## src/rtl/gwp_pkg.sv

```systemverilog
package gwp_pkg;
  typedef enum logic [2:0] {
    OP_NOP    = 3'd0,
    OP_WRITE  = 3'd1,
    OP_READ   = 3'd2,
    OP_LDMASK = 3'd3,
    OP_LDCOL  = 3'd4,
    OP_BLOCK  = 3'd5
  } gwp_op_e;
endpackage

```

## src/rtl/gwp_regs.sv

```systemverilog
module gwp_regs #(
  parameter int DATA_W = 32
) (
  input  logic              clk,
  input  logic              rst,
  input  logic              ld_mask,
  input  logic              ld_color,
  input  logic              ld_ignored,
  input  logic [DATA_W-1:0] dq_in,
  output logic [DATA_W-1:0] mask_q,
  output logic [DATA_W-1:0] color_q
);
  always_ff @(posedge clk) begin
    if (rst) begin
      mask_q  <= '1;
      color_q <= '0;
    end else begin
      if (ld_mask)  mask_q  <= dq_in;
      if (ld_color) color_q <= dq_in;
    end
  end


  mask_load_chk: assert property (@(posedge clk) disable iff (rst)
    ld_mask |=> mask_q == $past(dq_in));

  color_load_chk: assert property (@(posedge clk) disable iff (rst)
    ld_color |=> color_q == $past(dq_in));

  unqual_load_chk: assert property (@(posedge clk) disable iff (rst)
    ld_ignored |=> ($stable(mask_q) && $stable(color_q)));
endmodule

```

## src/rtl/gwp_wr_merge.sv

```systemverilog
module gwp_wr_merge #(
  parameter int DATA_W   = 32,
  parameter int COL_W    = 8,
  parameter int BLK_COLS = 8
) (
  input  logic                     clk,
  input  logic                     rst,
  input  logic                     wr_go,
  input  logic                     mask_go,
  input  logic                     blk_go,
  input  logic [DATA_W-1:0]        dq_in,
  input  logic [DATA_W/8-1:0]      dqm,
  input  logic [COL_W-1:0]         col_addr,
  input  logic [DATA_W-1:0]        mask_q,
  input  logic [DATA_W-1:0]        color_q,
  output logic                     wr_valid,
  output logic [COL_W-1:0]         wr_base,
  output logic [BLK_COLS-1:0]      wr_col_en,
  output logic [DATA_W-1:0]        wr_data,
  output logic [DATA_W-1:0]        wr_bit_en
);
  localparam int BYTES = DATA_W / 8;
  localparam int GRP_W = $clog2(BLK_COLS);

  logic [DATA_W-1:0]   byte_bits;
  logic [DATA_W-1:0]   nxt_bits;
  logic [DATA_W-1:0]   nxt_data;
  logic [BLK_COLS-1:0] nxt_cols;
  logic [COL_W-1:0]    grp_base;
  logic                any_go;

  for (genvar b = 0; b < BYTES; b++) begin : g_byte
    assign byte_bits[b*8 +: 8] = {8{~dqm[b]}};
  end

  assign any_go   = wr_go | blk_go;
  assign grp_base = {col_addr[COL_W-1:GRP_W], {GRP_W{1'b0}}};

  always_comb begin
    nxt_bits = (blk_go || mask_go) ? (mask_q & byte_bits) : byte_bits;
    nxt_data = blk_go ? color_q : dq_in;
    nxt_cols = blk_go ? dq_in[BLK_COLS-1:0]
                      : (BLK_COLS'(1) << col_addr[GRP_W-1:0]);
  end

  always_ff @(posedge clk) begin
    if (rst || !any_go) begin
      wr_valid  <= 1'b0;
      wr_base   <= '0;
      wr_col_en <= '0;
      wr_data   <= '0;
      wr_bit_en <= '0;
    end else begin
      wr_valid  <= 1'b1;
      wr_base   <= grp_base;
      wr_col_en <= nxt_cols;
      wr_data   <= nxt_data;
      wr_bit_en <= nxt_bits;
    end
  end


  plain_onehot_chk: assert property (@(posedge clk) disable iff (rst)
    wr_go |=> $countones(wr_col_en) == 1);

  plain_data_chk: assert property (@(posedge clk) disable iff (rst)
    wr_go |=> wr_data == $past(dq_in));

  fill_mask_chk: assert property (@(posedge clk) disable iff (rst)
    blk_go |=> (wr_bit_en & ~$past(mask_q)) == '0);

  byte_block_chk: assert property (@(posedge clk) disable iff (rst)
    (any_go && dqm[0]) |=> wr_bit_en[7:0] == 8'h00);

  idle_zero_chk: assert property (@(posedge clk) disable iff (rst)
    !any_go |=> (!wr_valid && wr_col_en == '0 && wr_bit_en == '0));
endmodule

```

## src/rtl/gwp_rd_mask.sv

```systemverilog
module gwp_rd_mask #(
  parameter int BYTES  = 4,
  parameter int RD_LAT = 2
) (
  input  logic             clk,
  input  logic             rst,
  input  logic             rd_go,
  input  logic [BYTES-1:0] dqm,
  output logic [BYTES-1:0] rd_byte_oe
);
  logic [BYTES-1:0] oe_pipe [RD_LAT];

  always_ff @(posedge clk) begin
    if (rst) oe_pipe[0] <= '0;
    else     oe_pipe[0] <= {BYTES{rd_go}} & ~dqm;
  end

  for (genvar s = 1; s < RD_LAT; s++) begin : g_stage
    always_ff @(posedge clk) begin
      if (rst) oe_pipe[s] <= '0;
      else     oe_pipe[s] <= oe_pipe[s-1];
    end
  end

  assign rd_byte_oe = oe_pipe[RD_LAT-1];


  rd_first_stage_chk: assert property (@(posedge clk) disable iff (rst)
    rd_go |=> oe_pipe[0] == ~$past(dqm));

  rd_idle_stage_chk: assert property (@(posedge clk) disable iff (rst)
    !rd_go |=> oe_pipe[0] == '0);
endmodule

```

## src/rtl/gwp_datapath.sv

```systemverilog
module gwp_datapath
  import gwp_pkg::*;
#(
  parameter int DATA_W   = 32,
  parameter int COL_W    = 8,
  parameter int BLK_COLS = 8,
  parameter int RD_LAT   = 2
) (
  input  logic                  clk,
  input  logic                  rst,
  input  logic [2:0]            op,
  input  logic                  sf,
  input  logic [DATA_W-1:0]     dq_in,
  input  logic [DATA_W/8-1:0]   dqm,
  input  logic [COL_W-1:0]      col_addr,
  output logic                  wr_valid,
  output logic [COL_W-1:0]      wr_base,
  output logic [BLK_COLS-1:0]   wr_col_en,
  output logic [DATA_W-1:0]     wr_data,
  output logic [DATA_W-1:0]     wr_bit_en,
  output logic [DATA_W/8-1:0]   rd_byte_oe
);
  localparam int BYTES = DATA_W / 8;

  logic wr_go, mask_go, blk_go, rd_go, ld_mask, ld_color, ld_ignored;
  logic [DATA_W-1:0] mask_q, color_q;

  always_comb begin
    wr_go      = (op == OP_WRITE) || (op == OP_BLOCK && !sf);
    mask_go    = (op == OP_WRITE) && sf;
    blk_go     = (op == OP_BLOCK) && sf;
    rd_go      = (op == OP_READ);
    ld_mask    = (op == OP_LDMASK) && sf;
    ld_color   = (op == OP_LDCOL) && sf;
    ld_ignored = (op == OP_LDMASK || op == OP_LDCOL) && !sf;
  end

  gwp_regs #(.DATA_W(DATA_W)) u_regs (
    .clk(clk), .rst(rst), .ld_mask(ld_mask), .ld_color(ld_color),
    .ld_ignored(ld_ignored), .dq_in(dq_in), .mask_q(mask_q), .color_q(color_q)
  );

  gwp_wr_merge #(.DATA_W(DATA_W), .COL_W(COL_W), .BLK_COLS(BLK_COLS)) u_merge (
    .clk(clk), .rst(rst), .wr_go(wr_go), .mask_go(mask_go), .blk_go(blk_go),
    .dq_in(dq_in), .dqm(dqm), .col_addr(col_addr), .mask_q(mask_q),
    .color_q(color_q), .wr_valid(wr_valid), .wr_base(wr_base),
    .wr_col_en(wr_col_en), .wr_data(wr_data), .wr_bit_en(wr_bit_en)
  );

  gwp_rd_mask #(.BYTES(BYTES), .RD_LAT(RD_LAT)) u_rd (
    .clk(clk), .rst(rst), .rd_go(rd_go), .dqm(dqm), .rd_byte_oe(rd_byte_oe)
  );
endmodule

```

## config.mk

```make
export PLATFORM = sky130hd
export DESIGN_NAME = gwp_datapath
export DESIGN_NICKNAME = d
export VERILOG_FILES = /design/src/rtl/gwp_pkg.sv /design/src/rtl/gwp_regs.sv /design/src/rtl/gwp_wr_merge.sv /design/src/rtl/gwp_rd_mask.sv /design/src/rtl/gwp_datapath.sv
export SDC_FILE = /design/constraint.sdc
export NUM_CORES = 1
export LEC_CHECK = 0
export ABC_AREA = 1
export BUFFER_PORTS_ARGS = -buffer_cell sky130_fd_sc_hd__buf_4
export CAP_MARGIN = 30
export CORE_MARGIN = 4
export CORE_UTILIZATION = 35
export CTS_CLUSTER_SIZE = 25
export DETAILED_ROUTE_END_ITERATION = 10
export GPL_ROUTABILITY_DRIVEN = 0
export PLACE_DENSITY = 0.56
export SYNTH_ARGS = -nofsm -noshare
export SYNTH_HDL_FRONTEND = slang
export SYNTH_HIERARCHICAL = 1
export SYNTH_SLANG_ARGS = --single-unit
```

## constraint.sdc

```tcl
create_clock -name clk -period 1.1 [get_ports clk]
set_input_delay 0.165 -clock clk [delete_from_list [all_inputs] [get_ports clk]]
set_output_delay 0.165 -clock clk [all_outputs]
set_load 0.01 [all_outputs]
```

==> tab_implementation.tex, run 1 <==
\begin{tabular}{lr}
\hline
Metric & Value \\
\hline
\multicolumn{2}{l}{\textbf{Run status}} \\
Result of the run & completed \\
\multicolumn{2}{l}{\textbf{Clock tree}} \\
Sink Count & 150 \\
Clock tree root buffer cell & clkbuf\_16 \\
Maximum buffer depth of the clock tree & 2 \\
Htree depth & 4 \\
Number of buffers created by CTS & 17 \\
Skew-Pair Late Insertion Delay & 420 ps \\
Clk pin slew, worst setup/hold paths & 60 ps \\
Setup bufs post-CTS & 0 \\
TritonCTS clock tree & done \\
\multicolumn{2}{l}{\textbf{Final layout}} \\
Fraction of final layout cells with drive strength greater than 1 & 29.5\% \\
Area added between synthesis and finish & 39.0\% \\
Antenna diode count & 0 \\
Nets & 984 \\
Post-layout instance count excluding filler cells & 1,163 \\
\multicolumn{2}{l}{\textbf{Global routing}} \\
Antenna violations before repair & 0 \\
Largest net degree at the start of global routing & 37 \\
Via count of the first global-routing pass & 4,465 \\
GRT Util Overall & 15.4\% \\
Global-route wire length before repair & 22.4 mm \\
Final global-route overflow total & 0 \\
\multicolumn{2}{l}{\textbf{Timing}} \\
Total negative slack for setup checks & 0 ps \\
Final setup violating endpoints & 0 \\
Max-slew violation total from the final report & 0 \\
Final Hold Viols & 0 \\
Part of the cycle the worst path needs & 95.7\% \\
Worst setup skew after layout & 5.51 ps \\
Max Clk Rate & 949 MHz \\
Minimum period implied by the final worst setup slack & 1050 ps \\
Setup repair after global routing missed its margin & no \\
\multicolumn{2}{l}{\textbf{Setup path}} \\
Reg-to-reg slack, setup & 460 ps \\
CP max stage cell & dfxtp\_1 \\
Number of buffer and inverter stages on the critical path & 1 \\
Arrival time of the worst setup path & 890 ps \\
Crit Path Category & register to output port \\
CP Capture Type & output port \\
CP Launch Point & u\_merge/wr\_data[2] \\
Largest stage delay on the critical path & 350 ps \\
CP Cell Sequence & buf\_4 \\
Max FO, Critical Path & 1 \\
Critical path data required time & 940 ps \\
Source of the worst register-to-register timing path & u\_regs/color\_q[26] \\
Reg-to-reg critical path endpoint & u\_merge/wr\_data[26] \\
Critical path startpoint category & register \\
Cell type group with the largest total delay on the critical path & flip-flops \\
Worst Reg-to-Reg Cells & 4 \\
\multicolumn{2}{l}{\textbf{Route}} \\
Number of design rule violations left after detail routing & 0 \\
WL final & 13.6 mm \\
First DRT Iteration DRCs & 227 \\
Average detailed-routed wire length per instance & 11.7 µm \\
Vias per std cell & 4.07 \\
ANT nets after route & 0 \\
Total number of vias & 4,735 \\
Number of detailed-routing iterations run before antenna repair & 4 \\
\multicolumn{2}{l}{\textbf{Floorplan}} \\
Number of placement rows & 46 \\
Width of the die & 136 µm \\
Starting density of the core & 35.9\% \\
Die Span Y & 136 µm \\
Core area & 16,000 µm² \\
Number of ports placed on the die boundary & 135 \\
Die Outline Area & 18,500 µm² \\
\multicolumn{2}{l}{\textbf{Placement}} \\
HPWL after detailed placement & 9.30 mm \\
\# port buffers & 131 \\
Cell count after placement & 1,090 \\
\multicolumn{2}{l}{\textbf{Hold path}} \\
Path category of the worst min-delay check & primary input to register \\
Hold path endpoint & u\_regs/mask\_q[6] \\
Number of cells traversed by the worst hold path & 3 \\
Hold Path Origin & dq\_in[6] \\
\multicolumn{2}{l}{\textbf{Power}} \\
Clock network fraction of design power & 45.4\% \\
Fraction of power spent switching nets & 23.3\% \\
Combinational power share & 9.2\% \\
Switching component of the power & 2.91 mW \\
Cell internal power dissipation & 9.60 mW \\
Part of the total power dissipated in sequential elements & 45.3\% \\
Largest voltage drop on the vdd net & 1010 µV \\
Cell area power density & 1570 nW/µm² \\
Leakage & 4.13 nW \\
\multicolumn{2}{l}{\textbf{Synth}} \\
Average cell area after synthesis & 7.63 µm² \\
Yosys Warn Count & 6 \\
Cell area after technology mapping & 5740 µm² \\
Number of instances in the synthesized netlist & 753 \\
\multicolumn{2}{l}{\textbf{Run}} \\
Number of max-cap violations & 0 \\
\hline
\end{tabular}
[routing by layer]
layer | wire (µm) | track usage [%] | share of wire (%)
met1 | 6530 | 19.6 | 48
met2 | 6320 | 24.7 | 46
met3 | 524 | 3.77 | 3.8
met4 | 283 | 6.61 | 2.1
met5 | 0 | 0 | 0
[flip-flops by register name (all words and copies together), names as in the netlist]
register,count
u_rd/oe_pipe,8
u_regs/color_q,32
u_merge/wr_bit_en,32
u_merge/wr_data,32
u_merge/wr_base,5
u_merge/wr_valid,1
u_merge/wr_col_en,8
u_regs/mask_q,32
[cell type report]
cell class                      instances  area, µm²
Multi-Input combinational cell        480       2100
Tap cell                              216        270
Clock buffer                           19        453
Sequential cell                       150       3000
Fill cell                            1657       8020
Inverter                               87        332
Timing Repair Buffer                  198       1690
Clock inverter                         13        130
[worst max-delay path by stage]
stage / to / slack, ps / cells after the start
final: wr_data[2] / 50 / 1
after detailed placement: u_merge/wr_data[14] / -250 / 11
after global routing: wr_data[2] / 1 / 1
after global placement: u_merge/wr_bit_en[14] / -220 / 9
after floorplan: u_merge/wr_data[0] / -6 / 11
after CTS: wr_data[2] / 2 / 1
[power groups by stage]
stage          sequential (mW)  clock, mW  combinational [mW]
4_1_cts                   5.68       5.86                1.17
3_3_place_gp              5.79          0                1.04
5_1_grt                   5.69       6.11                1.29
2_1_floorplan             5.83          0               0.544
6_report                  5.67       5.68                1.16
3_5_place_dp              5.79          0                1.04
[what timing repair did]
item                       CTS  global route
hold buffers                41             0
setup endpoints to repair    0             1
hold endpoints to repair    44             0
gates resized for setup      0             1
[cells in the final DEF (no fill, tap or decap), types with 6 or more instances in the layout]
cell type	count
nand2_1	231
buf_4	149
dfxtp_1	149
nor2_1	114
inv_1	81
nand2_2	45
dlygate4sd3_1	41
nand3_1	34
nor2_2	34
clkbuf_16	17
a21oi_1	8
buf_12	8
clkinv_2	6
[per-stage QoR]
stage / setup slack (ps) / hold WS [ps] / area (µm²) / total power [mW] / util, %
after floorplan: -5.93 / 236 / 5750 / 6.37 / -
after global placement: -217 / 339 / 6990 / 6.84 / 43.7
after detailed placement: -245 / 341 / 6990 / 6.84 / 43.7
after CTS: 1.95 / 1.12 / 7980 / 12.7 / 49.9
after global routing: 1.45 / 13.4 / 7980 / 13.1 / 49.9
final: 46.8 / 36.0 / 7980 / 12.5 / 49.9
Note: power is estimated with default switching activity, not from simulation.
==> inputs of run 2 (changes only) <==
--- a/config.mk
+++ b/config.mk
@@ -13,8 +13,7 @@
 export CTS_CLUSTER_SIZE = 25
 export DETAILED_ROUTE_END_ITERATION = 10
 export GPL_ROUTABILITY_DRIVEN = 0
-export PLACE_DENSITY = 0.56
+export PLACE_DENSITY = 0.57
 export SYNTH_ARGS = -nofsm -noshare
 export SYNTH_HDL_FRONTEND = slang
-export SYNTH_HIERARCHICAL = 1
 export SYNTH_SLANG_ARGS = --single-unit
==> run 2 against run 1 <==
Wire length rose by 5.1%. First-iteration DRC count rose by 13%. Critical path depth did not move. Total power rose by 1.9%. Synthesized area fell by 6.4%. Critical endpoint is now wr_bit_en[2]. Utilization rose by 0.15 points. Clock skew fell by 2.4 ps. Combinational power barely moved. Worst hold slack got worse by 25 ps. Sequential power barely moved. Non-clock buffer count fell by 11. Fmax fell by 0.82%. Highest routed layer unchanged.
==> tab_implementation.tex, run 2 <==
\begin{tabular}{lr}
\hline
Metric & Value \\
\hline
\multicolumn{2}{l}{\textbf{Run status}} \\
Result of the run & completed \\
\multicolumn{2}{l}{\textbf{Floorplan}} \\
Width of the die & 132 µm (-3.1\%) \\
Die Span Y & 132 µm (-3.1\%) \\
Number of ports placed on the die boundary & 135 (unchanged) \\
Number of placement rows & 45 (-2.2\%) \\
Core area & 15,100 µm² (-5.3\%) \\
Starting density of the core & 35.5\% (-0.40 points) \\
Die Outline Area & 17,400 µm² (-6.0\%) \\
\multicolumn{2}{l}{\textbf{Route}} \\
Number of design rule violations left after detail routing & 0 (unchanged) \\
Vias per std cell & 4.48 (+10\%) \\
Average detailed-routed wire length per instance & 13.4 µm (+14\%) \\
Number of detailed-routing iterations run before antenna repair & 4 (unchanged) \\
First DRT Iteration DRCs & 256 (+13\%) \\
WL final & 14.3 mm (+5.1\%) \\
Total number of vias & 4,800 (+1.4\%) \\
ANT nets after route & 0 (unchanged) \\
\multicolumn{2}{l}{\textbf{Synth}} \\
Average cell area after synthesis & 7.57 µm² (-0.74\%) \\
Fraction of the yosys area taken by sequential cells & 55.9\% \\
Simple-gate share of the synthesized area & 30.3\% \\
Mux share of post-synthesis cell area & 0\% \\
Dominant combinational cell family by area after synthesis & simple AND/OR/NAND/NOR gates \\
Cell type with the largest total area after synthesis & dfxtp\_1 \\
Yosys Warn Count & 0 (-6) \\
Top flip-flop cell by instance count after synthesis & dfxtp\_1 \\
Synth Area in Compound Gates & 5.96\% \\
Top cell type's share of synthesized area & 55.9\% \\
Number of distinct standard cells referenced by the synthesized netlist & 17 \\
Number of enable-type register cells in the synthesized netlist & 0 \\
Number of instances in the synthesized netlist & 710 (-5.7\%) \\
Dominant cells by area after synthesis & dfxtp\_1 (56\%), nor2\_1 (14\%), nand3\_1 (9.7\%) \\
Most frequent cell after synthesis & nor2\_1 \\
Flip-flop and latch count after synthesis & 150 \\
Adder-cell share of the synthesized area & 0\% \\
Parity-gate share of the synthesized area counting xor and xnor cells & 0\% \\
Cell area after technology mapping & 5370 µm² (-6.4\%) \\
Share of flip-flops with an asynchronous set or reset & 0\% \\
Top cells by count, synth & nor2\_1 (196), dfxtp\_1 (150), nand3\_1 (104) \\
\multicolumn{2}{l}{\textbf{Final layout}} \\
Fillers & 1,522 (-8.1\%) \\
Area added between synthesis and finish & 41.0\% \\
Final standard cell utilization of the core & 50.0\% (+0.15 points) \\
Cell area after layout & 7580 µm² (-5.1\%) \\
Nets & 922 (-6.3\%) \\
Most frequent standard cell in the layout excluding fill and tap cells & nor2\_1 \\
Area of combinational cells with multiple inputs & 1970 µm² (-6.4\%) \\
Antenna diode count & 0 (unchanged) \\
Fraction of final layout cells with drive strength greater than 1 & 22.3\% (-7.2 points) \\
Most frequent cells in the layout & nor2\_1 (196), buf\_4 (153), dfxtp\_1 (149) \\
Sequential cell area in the final layout & 3000 µm² (unchanged) \\
\multicolumn{2}{l}{\textbf{Setup path}} \\
CP Cell Sequence & buf\_4 \\
Crit Path Category & register to output port \\
Max FO, Critical Path & 1 (unchanged) \\
Arrival time of the worst setup path & 900 ps (about the same) \\
Number of buffer and inverter stages on the critical path & 1 (unchanged) \\
Largest stage delay on the critical path & 350 ps (about the same) \\
Critical path startpoint category & register \\
Cell type group with the largest total delay on the critical path & flip-flops \\
CP Capture Type & output port \\
CP max stage cell & dfxtp\_1 \\
Critical path data required time & 940 ps (about the same) \\
\multicolumn{2}{l}{\textbf{Power}} \\
Leakage & 3.73 nW (-9.8\%) \\
Cell area power density & 1680 nW/µm² (+7.4\%) \\
Largest voltage drop on the vdd net & 1050 µV (+3.9\%) \\
Total chip power & 12.8 mW (+1.9\%) \\
\multicolumn{2}{l}{\textbf{Placement}} \\
Worst-case setup slack after placement & -58.9 ps (+187 ps) \\
\# port buffers & 131 (unchanged) \\
DP Area & 6700 µm² (-4.1\%) \\
HPWL after detailed placement & 9.73 mm (+4.6\%) \\
\multicolumn{2}{l}{\textbf{Timing}} \\
Setup repair after global routing missed its margin & no \\
Max-slew violation total from the final report & 0 (unchanged) \\
Max Clk Rate & 942 MHz (-0.82\%) \\
Minimum period implied by the final worst setup slack & 1060 ps (+8.70 ps) \\
Final Hold Viols & 0 (unchanged) \\
Part of the cycle the worst path needs & 96.5\% (+0.79 points) \\
Setup slack of the critical path after layout & 38.1 ps (-8.70 ps) \\
Final setup violating endpoints & 0 (unchanged) \\
Worst setup skew after layout & 3.13 ps (-2.38 ps) \\
Total negative slack for setup checks & 0 ps (unchanged) \\
\multicolumn{2}{l}{\textbf{Global routing}} \\
Final global-route overflow total & 0 (unchanged) \\
Global-route wire length before repair & 23.3 mm (+4.2\%) \\
GRT Util Overall & 16.7\% (+1.4 points) \\
Largest net degree at the start of global routing & 39 (+5.4\%) \\
Via count of the first global-routing pass & 4,576 (+2.5\%) \\
Antenna violations before repair & 0 (unchanged) \\
\multicolumn{2}{l}{\textbf{Clock tree}} \\
TritonCTS clock tree & done \\
Number of buffers created by CTS & 17 (unchanged) \\
Setup bufs post-CTS & 0 (unchanged) \\
Htree depth & 4 (unchanged) \\
Maximum buffer depth of the clock tree & 2 (unchanged) \\
Skew-Pair Late Insertion Delay & 420 ps (about the same) \\
Sink Count & 150 (unchanged) \\
Clk pin slew, worst setup/hold paths & 60 ps (about the same) \\
Clock tree root buffer cell & clkbuf\_16 \\
\multicolumn{2}{l}{\textbf{Run}} \\
Number of max-cap violations & 0 (unchanged) \\
\multicolumn{2}{l}{\textbf{Hold path}} \\
Path category of the worst min-delay check & primary input to register \\
\hline
\end{tabular}
[run 2: metal layers]
metal / vias up / GRT usage (%) / share of wire [%]
met5: - / 0 / 0
met4: 0 / 6.01 / 1.5
met3: 14 / 4.58 / 5.4
met2: 115 / 26.8 / 45
met1: 2131 / 21.7 / 48
li1: 2540 / - / -
[run 2: logic make-up (layout without fill, tap and decap cells)]
kind of cell / count (synthesis) / in the layout
buffers and inverters: 101 / 272
other: 1 / 3
AOI/OAI and AO/OA: 64 / 64
and+or+nand+nor: 394 / 394
DFF: 150 / 150
[run 2: final timing paths]
check                  startpoint             endpoint  slack [ps]  cells after the start
max          u_merge.wr_bit_en[2]         wr_bit_en[2]          40                      1
min                      dq_in[3]   u_merge.wr_data[3]          10                      3
min reg2reg    u_rd.oe_pipe[0][1]   u_rd.oe_pipe[1][1]         400                      2
max reg2reg    u_regs.color_q[18]  u_merge.wr_data[18]         420                      2
[run 2: area by class of cell]
class / instances / area share [%]
Sequential cell: 150 / 39.6
Tap cell: 188 / 3.10
Timing Repair Buffer: 187 / 20.6
Clock buffer: 21 / 5.94
Clock inverter: 9 / 2.01
Multi-Input combinational cell: 461 / 26.0
Inverter: 55 / 2.72
[run 2: tightest hold or removal path, cell delays in order]
cell and delay [ps]:
buf_4 100, nor2_1 40, nor2_1 90
[run 2: power breakdown]
part / internal (mW) / total [mW] / leakage, nW / switching, mW
Clock: 3.82 / 5.97 / 0.297 / 2.15
Sequential: 5.59 / 5.65 / 1.22 / 0.0589
Combinational: 0.512 / 1.13 / 2.21 / 0.622
Total: 9.93 / 12.8 / 3.73 / 2.83
[run 2: timing repair]
item / in CTS / in global routing
resized for setup: 0 / 2
hold buffers: 27 / 0
hold endpoints to repair: 28 / 0
endpoints found under the setup margin: 0 / 4
[run 2: through the flow]
stage                     hold slack [ps]  instances
final                                10.6       1071
after global placement                345       1014
after floorplan                       237        712
after global routing                 15.7       1071
after CTS                            1.34       1071
after detailed placement              341       1014
==> inputs of run 3 (changes only) <==
--- a/config.mk
+++ b/config.mk
@@ -14,6 +14,7 @@
 export DETAILED_ROUTE_END_ITERATION = 10
 export GPL_ROUTABILITY_DRIVEN = 0
 export PLACE_DENSITY = 0.57
+export SETUP_SLACK_MARGIN = 0.05
 export SYNTH_ARGS = -nofsm -noshare
 export SYNTH_HDL_FRONTEND = slang
 export SYNTH_SLANG_ARGS = --single-unit
==> run 3 against run 2 <==
Fmax increased by 1.9%. Largest cell class unchanged. Count of clock-buffer cells in the layout increased by 1. Final cell count increased by 0.28%. Combinational power about the same. Clock skew increased by 2.5 ps. Worst hold slack improved by 7.7 ps. Sequential share of layout area decreased by 0.33 points.
==> tab_implementation.tex, run 3 (same netlist as run 2, synthesis figures left out) <==
\begin{tabular}{lr}
\hline
Metric & Value \\
\hline
\multicolumn{2}{l}{\textbf{Global routing}} \\
Via count of the first global-routing pass & 4,650 (+1.6\%) \\
Global-route wire length before repair & 23.6 mm (+1.3\%) \\
Antenna violations before repair & 0 (unchanged) \\
GRT Util Overall & 16.7\% (about the same) \\
Final global-route overflow total & 0 (unchanged) \\
Largest net degree at the start of global routing & 49 (+26\%) \\
\multicolumn{2}{l}{\textbf{Route}} \\
Average detailed-routed wire length per instance & 13.3 µm (-0.55\%) \\
Met3 WL post-DR & 767 µm (-0.78\%) \\
WL final & 14.3 mm (-0.27\%) \\
First DRT Iteration DRCs & 257 (+0.39\%) \\
Sum of routed wire segments on met1 & 6.66 mm (-2.5\%) \\
Vias per std cell & 4.49 (+0.14\%) \\
Number of design rule violations left after detail routing & 0 (unchanged) \\
Number of detailed-routing iterations run before antenna repair & 4 (unchanged) \\
Total number of vias & 4,820 (+0.42\%) \\
Detailed-routed wire length on met2 & 6.65 mm (+1.9\%) \\
ANT nets after route & 0 (unchanged) \\
Highest routed layer & met4 \\
\multicolumn{2}{l}{\textbf{Power}} \\
Cell area power density & 1660 nW/µm² (-1.1\%) \\
Largest voltage drop on the vdd net & 1030 µV (-2.0\%) \\
Leakage & 3.77 nW (+1.3\%) \\
\multicolumn{2}{l}{\textbf{Timing}} \\
Total negative slack for setup checks & 0 ps (unchanged) \\
Worst setup skew after layout & 5.65 ps (+2.51 ps) \\
Max Clk Rate & 960 MHz (+1.9\%) \\
Setup repair after global routing missed its margin & yes \\
Part of the cycle the worst path needs & 94.7\% (-1.8 points) \\
Setup slack of the critical path after layout & 58.2 ps (+20.1 ps) \\
Max-slew violation total from the final report & 0 (unchanged) \\
Minimum period implied by the final worst setup slack & 1040 ps (-20.1 ps) \\
Final Hold Viols & 0 (unchanged) \\
Final setup violating endpoints & 0 (unchanged) \\
\multicolumn{2}{l}{\textbf{Final layout}} \\
Fraction of final layout cells with drive strength greater than 1 & 25.5\% (+3.2 points) \\
Area added between synthesis and finish & 43.5\% \\
Antenna diode count & 0 (unchanged) \\
Fillers & 1,498 (-1.6\%) \\
Nets & 924 (+0.22\%) \\
Most frequent standard cell in the layout excluding fill and tap cells & nor2\_1 \\
Most frequent cells in the layout & nor2\_1 (196), buf\_4 (138), dfxtp\_1 (128) \\
\multicolumn{2}{l}{\textbf{Floorplan}} \\
Starting density of the core & 35.5\% (unchanged) \\
Width of the die & 132 µm (unchanged) \\
Die Outline Area & 17,400 µm² (unchanged) \\
Core area & 15,100 µm² (unchanged) \\
Number of placement rows & 45 (unchanged) \\
Number of ports placed on the die boundary & 135 (unchanged) \\
Die Span Y & 132 µm (unchanged) \\
\multicolumn{2}{l}{\textbf{Setup path}} \\
CP Capture Type & register \\
Critical path startpoint category & primary input \\
Crit Path Category & primary input to register \\
CP Cell Sequence & dlygate4sd3\_1 -> buf\_4 -> nor2\_1 -> nand2\_2 -> buf\_4 -> nor2\_1 \\
Largest stage delay on the critical path & 540 ps (+190 ps) \\
Critical path data required time & 1430 ps (+490 ps) \\
Arrival time of the worst setup path & 1370 ps (+470 ps) \\
Max FO, Critical Path & 4 (+3) \\
CP max stage cell & dlygate4sd3\_1 \\
\multicolumn{2}{l}{\textbf{Clock tree}} \\
Maximum buffer depth of the clock tree & 2 (unchanged) \\
Clock tree root buffer cell & clkbuf\_16 \\
Htree depth & 4 (unchanged) \\
Clk pin slew, worst setup/hold paths & 60 ps (about the same) \\
TritonCTS clock tree & done \\
Sink Count & 150 (unchanged) \\
Setup bufs post-CTS & 0 (unchanged) \\
Number of buffers created by CTS & 17 (unchanged) \\
Skew-Pair Late Insertion Delay & 410 ps (about the same) \\
\multicolumn{2}{l}{\textbf{Placement}} \\
Worst-case setup slack after placement & -157 ps (-97.6 ps) \\
\# port buffers & 131 (unchanged) \\
HPWL after detailed placement & 9.91 mm (+1.8\%) \\
\multicolumn{2}{l}{\textbf{Run status}} \\
Result of the run & completed \\
\multicolumn{2}{l}{\textbf{Hold path}} \\
Path category of the worst min-delay check & primary input to register \\
\multicolumn{2}{l}{\textbf{Run}} \\
Number of max-cap violations & 0 (unchanged) \\
\hline
\end{tabular}
==> run 3: cell types whose count changed in the layout (fill, tap and decap cells not counted), moves of 5 or more <==
cell / change
buf_4: -15
dfxtp_1: -21
dfxtp_2: +21
buf_6: +21
dlygate4sd3_1: -5
==> run 3: worst max-delay path: cells and delay by family <==
family | cells | cell delay [ps]
simple gates | 3 | 370
buf+inv | 3 | 840
==> run 3: metrics by stage <==
stage	utilization (%)	cell area [µm²]	hold slack [ps]	total power, mW	cells
5_1_grt	50.9	7710	1.09	13.3	1074
3_5_place_dp	44.7	6770	337	6.84	1021
2_1_floorplan	-	5380	237	6.31	712
3_3_place_gp	44.7	6770	338	6.84	1021
4_1_cts	50.3	7620	2.63	12.9	1074
6_report	50.9	7710	18.2	12.8	1074
==> run 3: final cells by class <==
type,count,area [µm²],area share (%)
Clock buffer,22,464,6.02
Clock inverter,9,150,1.95
Inverter,55,206,2.68
Multi-Input combinational cell,461,1970,25.6
Sequential cell,150,3030,39.3
Tap cell,188,235,3.05
Timing Repair Buffer,189,1650,21.4
==> run 3: repair_timing <==
item / 4_1_cts / 5_1_grt
gates resized for setup: 11 / 33
hold buffers: 22 / 0
hold endpoints to repair: 22 / 0
setup endpoints to repair: 8 / 23
==> run 3: path summary, 6_finish.rpt <==
kind | from | to | slack (ps) | cells after the start
min reg2reg | u_rd.oe_pipe[0][3] | u_rd.oe_pipe[1][3] | 400 | 2
min | dq_in[11] | u_merge.wr_data[11] | 20 | 3
max | dqm[0] | u_merge.wr_bit_en[0] | 60 | 6
max reg2reg | u_regs.color_q[6] | u_merge.wr_data[6] | 420 | 2
==> run 3: power by group <==
part           switching, mW  internal, mW
clock network           2.13          3.89
registers             0.0668          5.60
logic                  0.614         0.525
total                   2.81          10.0
==> run 3: per-layer routing <==
layer / global-route usage [%] / vias up
met3: 3.85 / 15
li1: - / 2549
met1: 22.0 / 2120
met4: 6.24 / 0
met5: 0 / -
met2: 26.8 / 136
